--- config.mk ---
export PLATFORM = sky130hd
export DESIGN_NAME = rx_special_detect
export DESIGN_NICKNAME = d
export VERILOG_FILES = /design/src/rtl/rx_spd_pkg.sv /design/src/rtl/rsd_matcher.sv /design/src/rtl/rsd_flag.sv /design/src/rtl/rx_special_detect.sv
export SDC_FILE = /design/constraint.sdc
export NUM_CORES = 1
export LEC_CHECK = 0
export ABC_AREA = 1
export CORE_MARGIN = 1.5
export CORE_UTILIZATION = 36
export CTS_CLUSTER_SIZE = 16
export DETAILED_ROUTE_END_ITERATION = 12
export MAX_ROUTING_LAYER = met4
export PLACE_DENSITY = 0.81
export SETUP_SLACK_MARGIN = 0.02
export SLEW_MARGIN = 20
export SYNTH_ARGS = -nofsm -noshare
export SYNTH_HDL_FRONTEND = slang
export SYNTH_SLANG_ARGS = --single-unit
--- constraint.sdc ---
create_clock -name clk -period 1.9 [get_ports clk]
set_input_delay 0.38 -clock clk [delete_from_list [all_inputs] [get_ports clk]]
set_output_delay 0.38 -clock clk [all_outputs]
set_load 0.02 [all_outputs]
--- src/rtl/rx_spd_pkg.sv ---
package rx_spd_pkg;
  localparam int CHAR_W   = 8;
  localparam int WLEN_W   = 2;
  localparam int MIN_BITS = 5;

  typedef enum logic [WLEN_W-1:0] {
    WL_5 = 2'd0,
    WL_6 = 2'd1,
    WL_7 = 2'd2,
    WL_8 = 2'd3
  } wlen_e;
endpackage

--- src/rtl/rsd_matcher.sv ---
module rsd_matcher #(
  parameter int CHAR_W   = rx_spd_pkg::CHAR_W,
  parameter int WLEN_W   = rx_spd_pkg::WLEN_W,
  parameter int MIN_BITS = rx_spd_pkg::MIN_BITS
) (
  input  logic [CHAR_W-1:0] char_i,
  input  logic [CHAR_W-1:0] ref_i,
  input  logic [WLEN_W-1:0] wlen_i,
  output logic              hit_o
);
  localparam int LEN_W = WLEN_W + 4;

  logic [CHAR_W-1:0] mask;
  logic [LEN_W-1:0]  nbits;

  assign nbits = LEN_W'(MIN_BITS) + LEN_W'(wlen_i);

  // bit k takes part in the comparison when it lies inside the character length
  for (genvar k = 0; k < CHAR_W; k++) begin : g_mask
    assign mask[k] = (LEN_W'(k) < nbits);
  end

  assign hit_o = ((char_i ^ ref_i) & mask) == '0;
endmodule

--- src/rtl/rsd_flag.sv ---
module rsd_flag (
  input  logic clk,
  input  logic rst,
  input  logic set_i,
  input  logic clr_i,
  output logic flag_o
);
  always_ff @(posedge clk) begin
    if (rst)
      flag_o <= 1'b0;
    else if (set_i)
      flag_o <= 1'b1;
    else if (clr_i)
      flag_o <= 1'b0;
  end
endmodule

--- src/rtl/rx_special_detect.sv ---
module rx_special_detect #(
  parameter int CHAR_W   = rx_spd_pkg::CHAR_W,
  parameter int WLEN_W   = rx_spd_pkg::WLEN_W,
  parameter int MIN_BITS = rx_spd_pkg::MIN_BITS
) (
  input  logic              clk,
  input  logic              rst,
  input  logic              rx_valid_i,
  input  logic [CHAR_W-1:0] rx_data_i,
  input  logic              rx_err_i,
  input  logic              det_en_i,
  input  logic [WLEN_W-1:0] wlen_i,
  input  logic [CHAR_W-1:0] match_char_i,
  input  logic              stat_rd_i,
  output logic              fifo_we_o,
  output logic [CHAR_W-1:0] fifo_wdata_o,
  output logic              spc_flag_o
);
  logic hit;
  logic set_det;

  rsd_matcher #(
    .CHAR_W   (CHAR_W),
    .WLEN_W   (WLEN_W),
    .MIN_BITS (MIN_BITS)
  ) u_match (
    .char_i (rx_data_i),
    .ref_i  (match_char_i),
    .wlen_i (wlen_i),
    .hit_o  (hit)
  );

  assign set_det = rx_valid_i & det_en_i & ~rx_err_i & hit;

  rsd_flag u_flag (
    .clk    (clk),
    .rst    (rst),
    .set_i  (set_det),
    .clr_i  (stat_rd_i),
    .flag_o (spc_flag_o)
  );

  // forwarding register: every character goes to the FIFO, matched or not
  always_ff @(posedge clk) begin
    if (rst) begin
      fifo_we_o    <= 1'b0;
      fifo_wdata_o <= '0;
    end else begin
      fifo_we_o <= rx_valid_i;
      if (rx_valid_i)
        fifo_wdata_o <= rx_data_i;
    end
  end
endmodule

==> results of run 1 <==
==> cells in the mapped netlist <==
cell      instances
nand2_1          29
nand3_1           2
inv_1            13
buf_4             1
a21oi_1           4
nor2_1            8
clkbuf_1          1
dfxtp_1          10
xnor2_1           4
a211oi_1          4
a21oi_2           1
==> routing by layer <==
metal	routed length, microns	global-route usage, %	up-vias
met5	0	-	-
met4	23	10.0	0
met3	87	7.22	4
met2	576	29.8	21
met1	601	24.6	225
li1	-	-	307
==> worst min path at each step <==
stage                                 start                            to  cells after the start
6_report       fifo_wdata_o[1]$_SDFFE_PP0P_  fifo_wdata_o[1]$_SDFFE_PP0P_                      2
5_1_grt        fifo_wdata_o[3]$_SDFFE_PP0P_  fifo_wdata_o[3]$_SDFFE_PP0P_                      2
4_1_cts        fifo_wdata_o[4]$_SDFFE_PP0P_  fifo_wdata_o[4]$_SDFFE_PP0P_                      2
3_5_place_dp   fifo_wdata_o[4]$_SDFFE_PP0P_  fifo_wdata_o[4]$_SDFFE_PP0P_                      2
3_3_place_gp   fifo_wdata_o[1]$_SDFFE_PP0P_  fifo_wdata_o[1]$_SDFFE_PP0P_                      2
2_1_floorplan                  rx_data_i[4]  fifo_wdata_o[4]$_SDFFE_PP0P_                      2
==> layout by cell type (no fill, tap or decap) <==
cell / n
nand3_1: 2
buf_4: 1
a21oi_2: 1
a21oi_1: 4
nand2_1: 29
nor2_1: 8
xnor2_1: 4
clkdlybuf4s50_1: 33
clkbuf_4: 3
inv_1: 13
dfxtp_1: 10
a211oi_1: 4
==> sequential cells by signal, indices dropped and copies added (netlist names) <==
signal / count
fifo_we_o: 1
u_flag.flag_o: 1
fifo_wdata_o: 8
==> power breakdown <==
group | total [mW] | switching, mW | internal [mW]
combinational | 0.142 | 0.0595 | 0.0820
sequential | 0.228 | 0.00620 | 0.221
clock | 0.143 | 0.0702 | 0.0731
==> per-stage QoR <==
step / std cells / setup slack [ns]
floorplan: 77 / 0.995
global placement: 124 / 0.396
detailed placement: 124 / 0.397
CTS: 127 / 0.290
global route: 127 / 0.267
finish: 127 / 0.290
==> cell type report <==
class,count,area (sq um)
Timing Repair Buffer,34,338
Tap cell,15,18.8
Multi-Input combinational cell,52,243
Clock buffer,3,22.5
Inverter,13,48.8
Fill cell,127,430
Sequential cell,10,200
==> kinds of logic (layout without fill, tap and decap cells) <==
kind of cell	Yosys count	after routing	synth area share (%)
XOR/XNOR	4	4	6.96
flip-flops	10	10	39.8
buffers and inverters	15	50	11.9
AO/OA/AOI/OAI	9	9	11.7
AND/OR/NAND/NOR	39	39	29.6
==> summary.txt, run 1 <==
Route
  • Routed Antenna Nets: 0
  • Remaining DRCs: 0
  • Initial DRC Count: 7
  • Drt wl/cell: 10.1 microns
  • DRT Wirelength: 1.29 mm
  • Drt first pass iters: 3
  • Number of vias per cell: 4.39
  • DR vias: 557

Setup path
  • CP max stage cell: clkdlybuf4s50_1
  • CP cell instances: clkdlybuf4s50_1
  • Arr. time, crit path: 1.23 ns
  • Reg-to-reg slack, setup: 1.23 ns
  • Setup crit end: fifo_wdata_o[2]
  • Crit. Startpoint: fifo_wdata_o[2]$_SDFFE_PP0P_
  • Crit path capture type: primary output
  • Terminus of the critical flop-to-flop path: fifo_wdata_o[5]$_SDFFE_PP0P_
  • Largest delay contributor family on the critical path: buffers and inverters
  • Max Fanout on Critical Path: 2
  • Buf/Inv on CP: 1
  • CP Launch Type: register
  • CP Class: register to primary output
  • Reg2Reg Depth: 2
  • CP required: 1.52 ns
  • R2r startpoint: fifo_wdata_o[5]$_SDFFE_PP0P_
  • Max incr delay on CP: 0.61 ns
  • Logic depth of the worst path, buffers included: 1

Timing
  • Unrepaired setup endpoints after global routing: false
  • Final setup vio count: 0
  • Total negative slack: 0 ns
  • Final Max Tran Viols: 0
  • Min Hold Slack: 0.465 ns
  • Tmin final: 1.61 ns
  • Fin crit share: 84.7%
  • Tightest Pin Transition: 0.398 ns
  • Slew HR: 73.4%
  • Fmax: 621 MHz
  • Final hold viol count: 0
  • Worst clock skew: 0 ns

Final layout
  • Utilization after layout: 66.9%
  • Share of layout cells above drive strength 1: 4.46%
  • # diodes: 0
  • Fin area: 871 sq um
  • Final nets: 138
  • Area Overhead vs Synth: 73.1%

Clock network
  • Clk buf depth: 2
  • Worst-path clk slew: 0.06 ns
  • Postcts setup bufs: 0
  • CTS buffer count: 3
  • Root Driver: clkbuf_4
  • TritonCTS Sinks: 10
  • Clk_lat worst skew: 0.26 ns
  • H-tree Lvls: 1
  • Post-cts resize count: 0
  • Hold buffer count at cts: 0
  • CTS tree: yes

Floorplanning
  • I/O pin cnt: 34
  • Die height: 40.4 microns
  • Die area: 1630 sq um
  • Initial Util: 38.7%
  • FP Rows: 13
  • Die span in x: 40.4 microns
  • Core area: 1300 sq um

Synthesis
  • Gate Count Post-Synth: 77
  • Yosys warning count: 0
  • Netlist cell types: 11
  • Syn_nets: 101
  • Synth top area share: 39.8%
  • Flops & latches, synth: 10
  • Sequential area share after synthesis: 39.8%
  • Syn Std Cell Area: 503 sq um
  • Area leader, netlist: dfxtp_1
  • Syn Area/Cell: 6.53 sq um
  • Largest cells by area after synthesis: dfxtp_1 40%, nand2_1 22%, inv_1 9.7%, xnor2_1 7.0%, a211oi_1 6.0%

Power
  • Pwr Total: 0.512 mW
  • PD cells: 588 nW/um^2
  • Peak VDD IR: 0.000440 V
  • P_leak: 0.400 nW

Global route
  • GRT overflow: 0
  • Vias in the first global route: 490
  • GRT Util Overall: 20.4%
  • First-pass GRT wire length: 2.06 mm
  • Pin count of the biggest net entering global routing: 11
  • Initial antenna violation count: 0

Run status
  • Outcome: completed

Placement
  • Hpwl dp: 1.01 mm
  • RePlAce Congestion: 0.767
  • Area post-placement: 848 sq um
  • Port Buf Inserts: 33

Run
  • MaxCap Viol Count: 0

Worst hold path
  • Hold Crit Class: register to register
(Power assumes the default switching activity.)
==> run 2: changes to the inputs <==
--- a/config.mk
+++ b/config.mk
@@ -7,11 +7,11 @@
 export LEC_CHECK = 0
 export ABC_AREA = 1
 export CORE_MARGIN = 1.5
-export CORE_UTILIZATION = 36
+export CORE_UTILIZATION = 33
 export CTS_CLUSTER_SIZE = 16
 export DETAILED_ROUTE_END_ITERATION = 12
 export MAX_ROUTING_LAYER = met4
-export PLACE_DENSITY = 0.81
+export PLACE_DENSITY = 0.75
 export SETUP_SLACK_MARGIN = 0.02
 export SLEW_MARGIN = 20
 export SYNTH_ARGS = -nofsm -noshare
==> constraint.sdc (replaced) <==
create_clock -name clk -period 1.6 [get_ports clk]
set_input_delay 0.32 -clock clk [delete_from_list [all_inputs] [get_ports clk]]
set_output_delay 0.32 -clock clk [all_outputs]
set_load 0.02 [all_outputs]
==> run 2 against run 1 <==
Wire length down 11%. Global-route usage down 5.7 points. Clock skew unchanged. Register-to-register slack worse by 0.24 ns. Cell count up 0.79%. Clock power up 59%. Total power up 29%. Die area up 8.4%. Critical path depth unchanged. Sequential share of layout area down 0.42 points. Via count down 0.54%. Setup slack worse by 0.23 ns.
==> summary.txt, run 2 (synthesis gave the netlist of run 1 again) <==
Setup path
  • Buf/Inv on CP: 1 (unchanged)
  • Crit path capture type: primary output (unchanged)
  • Terminus of the critical flop-to-flop path: fifo_wdata_o[7]$_SDFFE_PP0P_ (was fifo_wdata_o[5]$_SDFFE_PP0P_)
  • CP cell instances: clkdlybuf4s50_1 (unchanged)
  • Max incr delay on CP: 0.61 ns (about the same)
  • Max Fanout on Critical Path: 2 (unchanged)
  • Largest delay contributor family on the critical path: buffers and inverters (unchanged)
  • CP max stage cell: clkdlybuf4s50_1 (unchanged)
  • R2r startpoint: fifo_wdata_o[7]$_SDFFE_PP0P_ (was fifo_wdata_o[5]$_SDFFE_PP0P_)
  • Reg2Reg Depth: 2 (unchanged)
  • Reg-to-reg slack, setup: 0.99 ns (was 1.23 ns)
  • CP Class: register to primary output (unchanged)
  • CP Launch Type: register (unchanged)
  • Arr. time, crit path: 1.22 ns (was 1.23 ns)
  • CP required: 1.28 ns (was 1.52 ns)

Global route
  • GRT Util Overall: 14.7% (was 20.4%)
  • Vias in the first global route: 489 (was 490)
  • GRT overflow: 0 (unchanged)
  • First-pass GRT wire length: 1.97 mm (was 2.06 mm)
  • Pin count of the biggest net entering global routing: 11 (unchanged)
  • Initial antenna violation count: 0 (unchanged)

Final layout
  • # diodes: 0 (unchanged)
  • Commonest non-fill, non-tap cell in the layout: clkdlybuf4s50_1 (unchanged)
  • Fin area: 887 sq um (was 871 sq um)
  • Max reg flops: 8 (unchanged)
  • Most frequent cells in the layout: 32 x clkdlybuf4s50_1, 29 x nand2_1, 13 x inv_1, 10 x dfxtp_1, 8 x nor2_1 (was 33 x clkdlybuf4s50_1, 29 x nand2_1, 13 x inv_1, 10 x dfxtp_1, 8 x nor2_1)
  • Share of layout cells above drive strength 1: 5.31% (was 4.46%)
  • Most flops, register: fifo_wdata_o (unchanged)
  • Layout fillers: 128 (was 127)
  • Biggest regs: fifo_wdata_o (8), fifo_we_o (1), u_flag.flag_o (1) (unchanged)
  • Final nets: 138 (unchanged)
  • Area Overhead vs Synth: 76.4% (was 73.1%)

Worst hold path
  • Hold Crit Class: register to register (unchanged)
  • Worst hold endpoint: fifo_wdata_o[1]$_SDFFE_PP0P_ (unchanged)
  • Worst hold path cell count: 2 (unchanged)
  • Min-delay src: fifo_wdata_o[1]$_SDFFE_PP0P_ (unchanged)

Run status
  • Outcome: completed (unchanged)

Floorplanning
  • Core area: 1370 sq um (was 1300 sq um)
  • Die height: 42.0 microns (was 40.4 microns)
  • FP Rows: 13 (unchanged)
  • I/O pin cnt: 34 (unchanged)
  • Initial Util: 36.8% (was 38.7%)
  • Die area: 1770 sq um (was 1630 sq um)
  • Die span in x: 42.0 microns (was 40.4 microns)

Placement
  • Area post-placement: 848 sq um (unchanged)
  • RePlAce Congestion: 0.745 (was 0.767)
  • DP Worst Slack: 0.162 ns (was 0.397 ns)
  • Hpwl dp: 923 microns (was 1.01 mm)
  • Port Buf Inserts: 33 (unchanged)

Timing
  • Slew HR: 74.6% (was 73.4%)
  • Final hold viol count: 0 (unchanged)
  • Total negative slack: 0 ns (unchanged)
  • Fin crit share: 96.0%
  • Final setup vio count: 0 (unchanged)
  • Fmax: 651 MHz
  • Unrepaired setup endpoints after global routing: false (unchanged)
  • Fin worst setup slack: 0.0644 ns (was 0.290 ns)
  • Worst clock skew: 0 ns (unchanged)
  • Tmin final: 1.54 ns
  • Tightest Pin Transition: 0.380 ns (was 0.398 ns)
  • Final Max Tran Viols: 0 (unchanged)

Route
  • Initial DRC Count: 6 (was 7)
  • DRT Wirelength: 1.15 mm (was 1.29 mm)
  • Routed Antenna Nets: 0 (unchanged)
  • Drt first pass iters: 4 (was 3)
  • Remaining DRCs: 0 (unchanged)
  • DR vias: 554 (was 557)
  • Number of vias per cell: 4.33 (was 4.39)
  • Drt wl/cell: 8.96 microns (was 10.1 microns)

Clock network
  • Clk_lat worst skew: 0.26 ns (about the same)
  • Root Driver: clkbuf_4 (unchanged)
  • Post-cts resize count: 0 (unchanged)
  • CTS buffer count: 3 (unchanged)
  • Hold buffer count at cts: 0 (unchanged)
  • Postcts setup bufs: 0 (unchanged)
  • H-tree Lvls: 1 (unchanged)
  • Worst-path clk slew: 0.07 ns (was 0.06 ns)
  • Clk buf depth: 2 (unchanged)
  • TritonCTS Sinks: 10 (unchanged)
  • CTS tree: yes (unchanged)

Power
  • PD cells: 748 nW/um^2 (was 588 nW/um^2)
  • Peak VDD IR: 0.000586 V (was 0.000440 V)
  • P_leak: 0.423 nW (was 0.400 nW)

Run
  • MaxCap Viol Count: 0 (unchanged)
==> run 2: how the worst max path moves through the flow <==
stage,start,endpoint,cells after the start
2_1_floorplan,rx_data_i[1],u_flag.flag_o$_SDFFE_PP0P_,5
3_3_place_gp,rx_data_i[1],u_flag.flag_o$_SDFFE_PP0P_,6
3_5_place_dp,rx_data_i[1],u_flag.flag_o$_SDFFE_PP0P_,6
4_1_cts,fifo_wdata_o[5]$_SDFFE_PP0P_,fifo_wdata_o[5],1
5_1_grt,fifo_wdata_o[1]$_SDFFE_PP0P_,fifo_wdata_o[1],1
6_report,fifo_wdata_o[5]$_SDFFE_PP0P_,fifo_wdata_o[5],1
==> run 2: per-layer routing <==
metal  vias to the layer above  wire length, microns  global-route usage (%)  share of wire (%)
li1                        304                     -                       -                  -
met1                       234                   479                    15.5                 42
met2                        16                   584                    25.3                 51
met3                         0                    82                    6.47                7.1
met4                         0                     0                    3.75                  0
met5                         -                     0                       -                  0
==> run 2: final cells by class <==
type | instances | area [sq um] | share of cell area, %
Clock buffer | 4 | 36.3 | 4.09
Tap cell | 15 | 18.8 | 2.12
Sequential cell | 10 | 200 | 22.6
Multi-Input combinational cell | 52 | 243 | 27.4
Inverter | 13 | 48.8 | 5.50
Timing Repair Buffer | 34 | 340 | 38.4
==> run 2: metrics by stage <==
| step | utilization (%) | hold WS [ns] | power (mW) | std cells |
|---|---|---|---|---|
| after floorplan | - | 0.460 | 0.345 | 77 |
| after global placement | 62.1 | 0.452 | 0.440 | 124 |
| after detailed placement | 62.1 | 0.457 | 0.441 | 124 |
| after CTS | 64.7 | 0.465 | 0.670 | 128 |
| after global routing | 64.9 | 0.488 | 0.706 | 128 |
| final | 64.9 | 0.463 | 0.663 | 128 |
==> run 2: where the power goes <==
group | total, mW | switching, mW | internal [mW]
registers | 0.269 | 0.00632 | 0.263
logic | 0.166 | 0.0686 | 0.0972
clock network | 0.228 | 0.0903 | 0.138
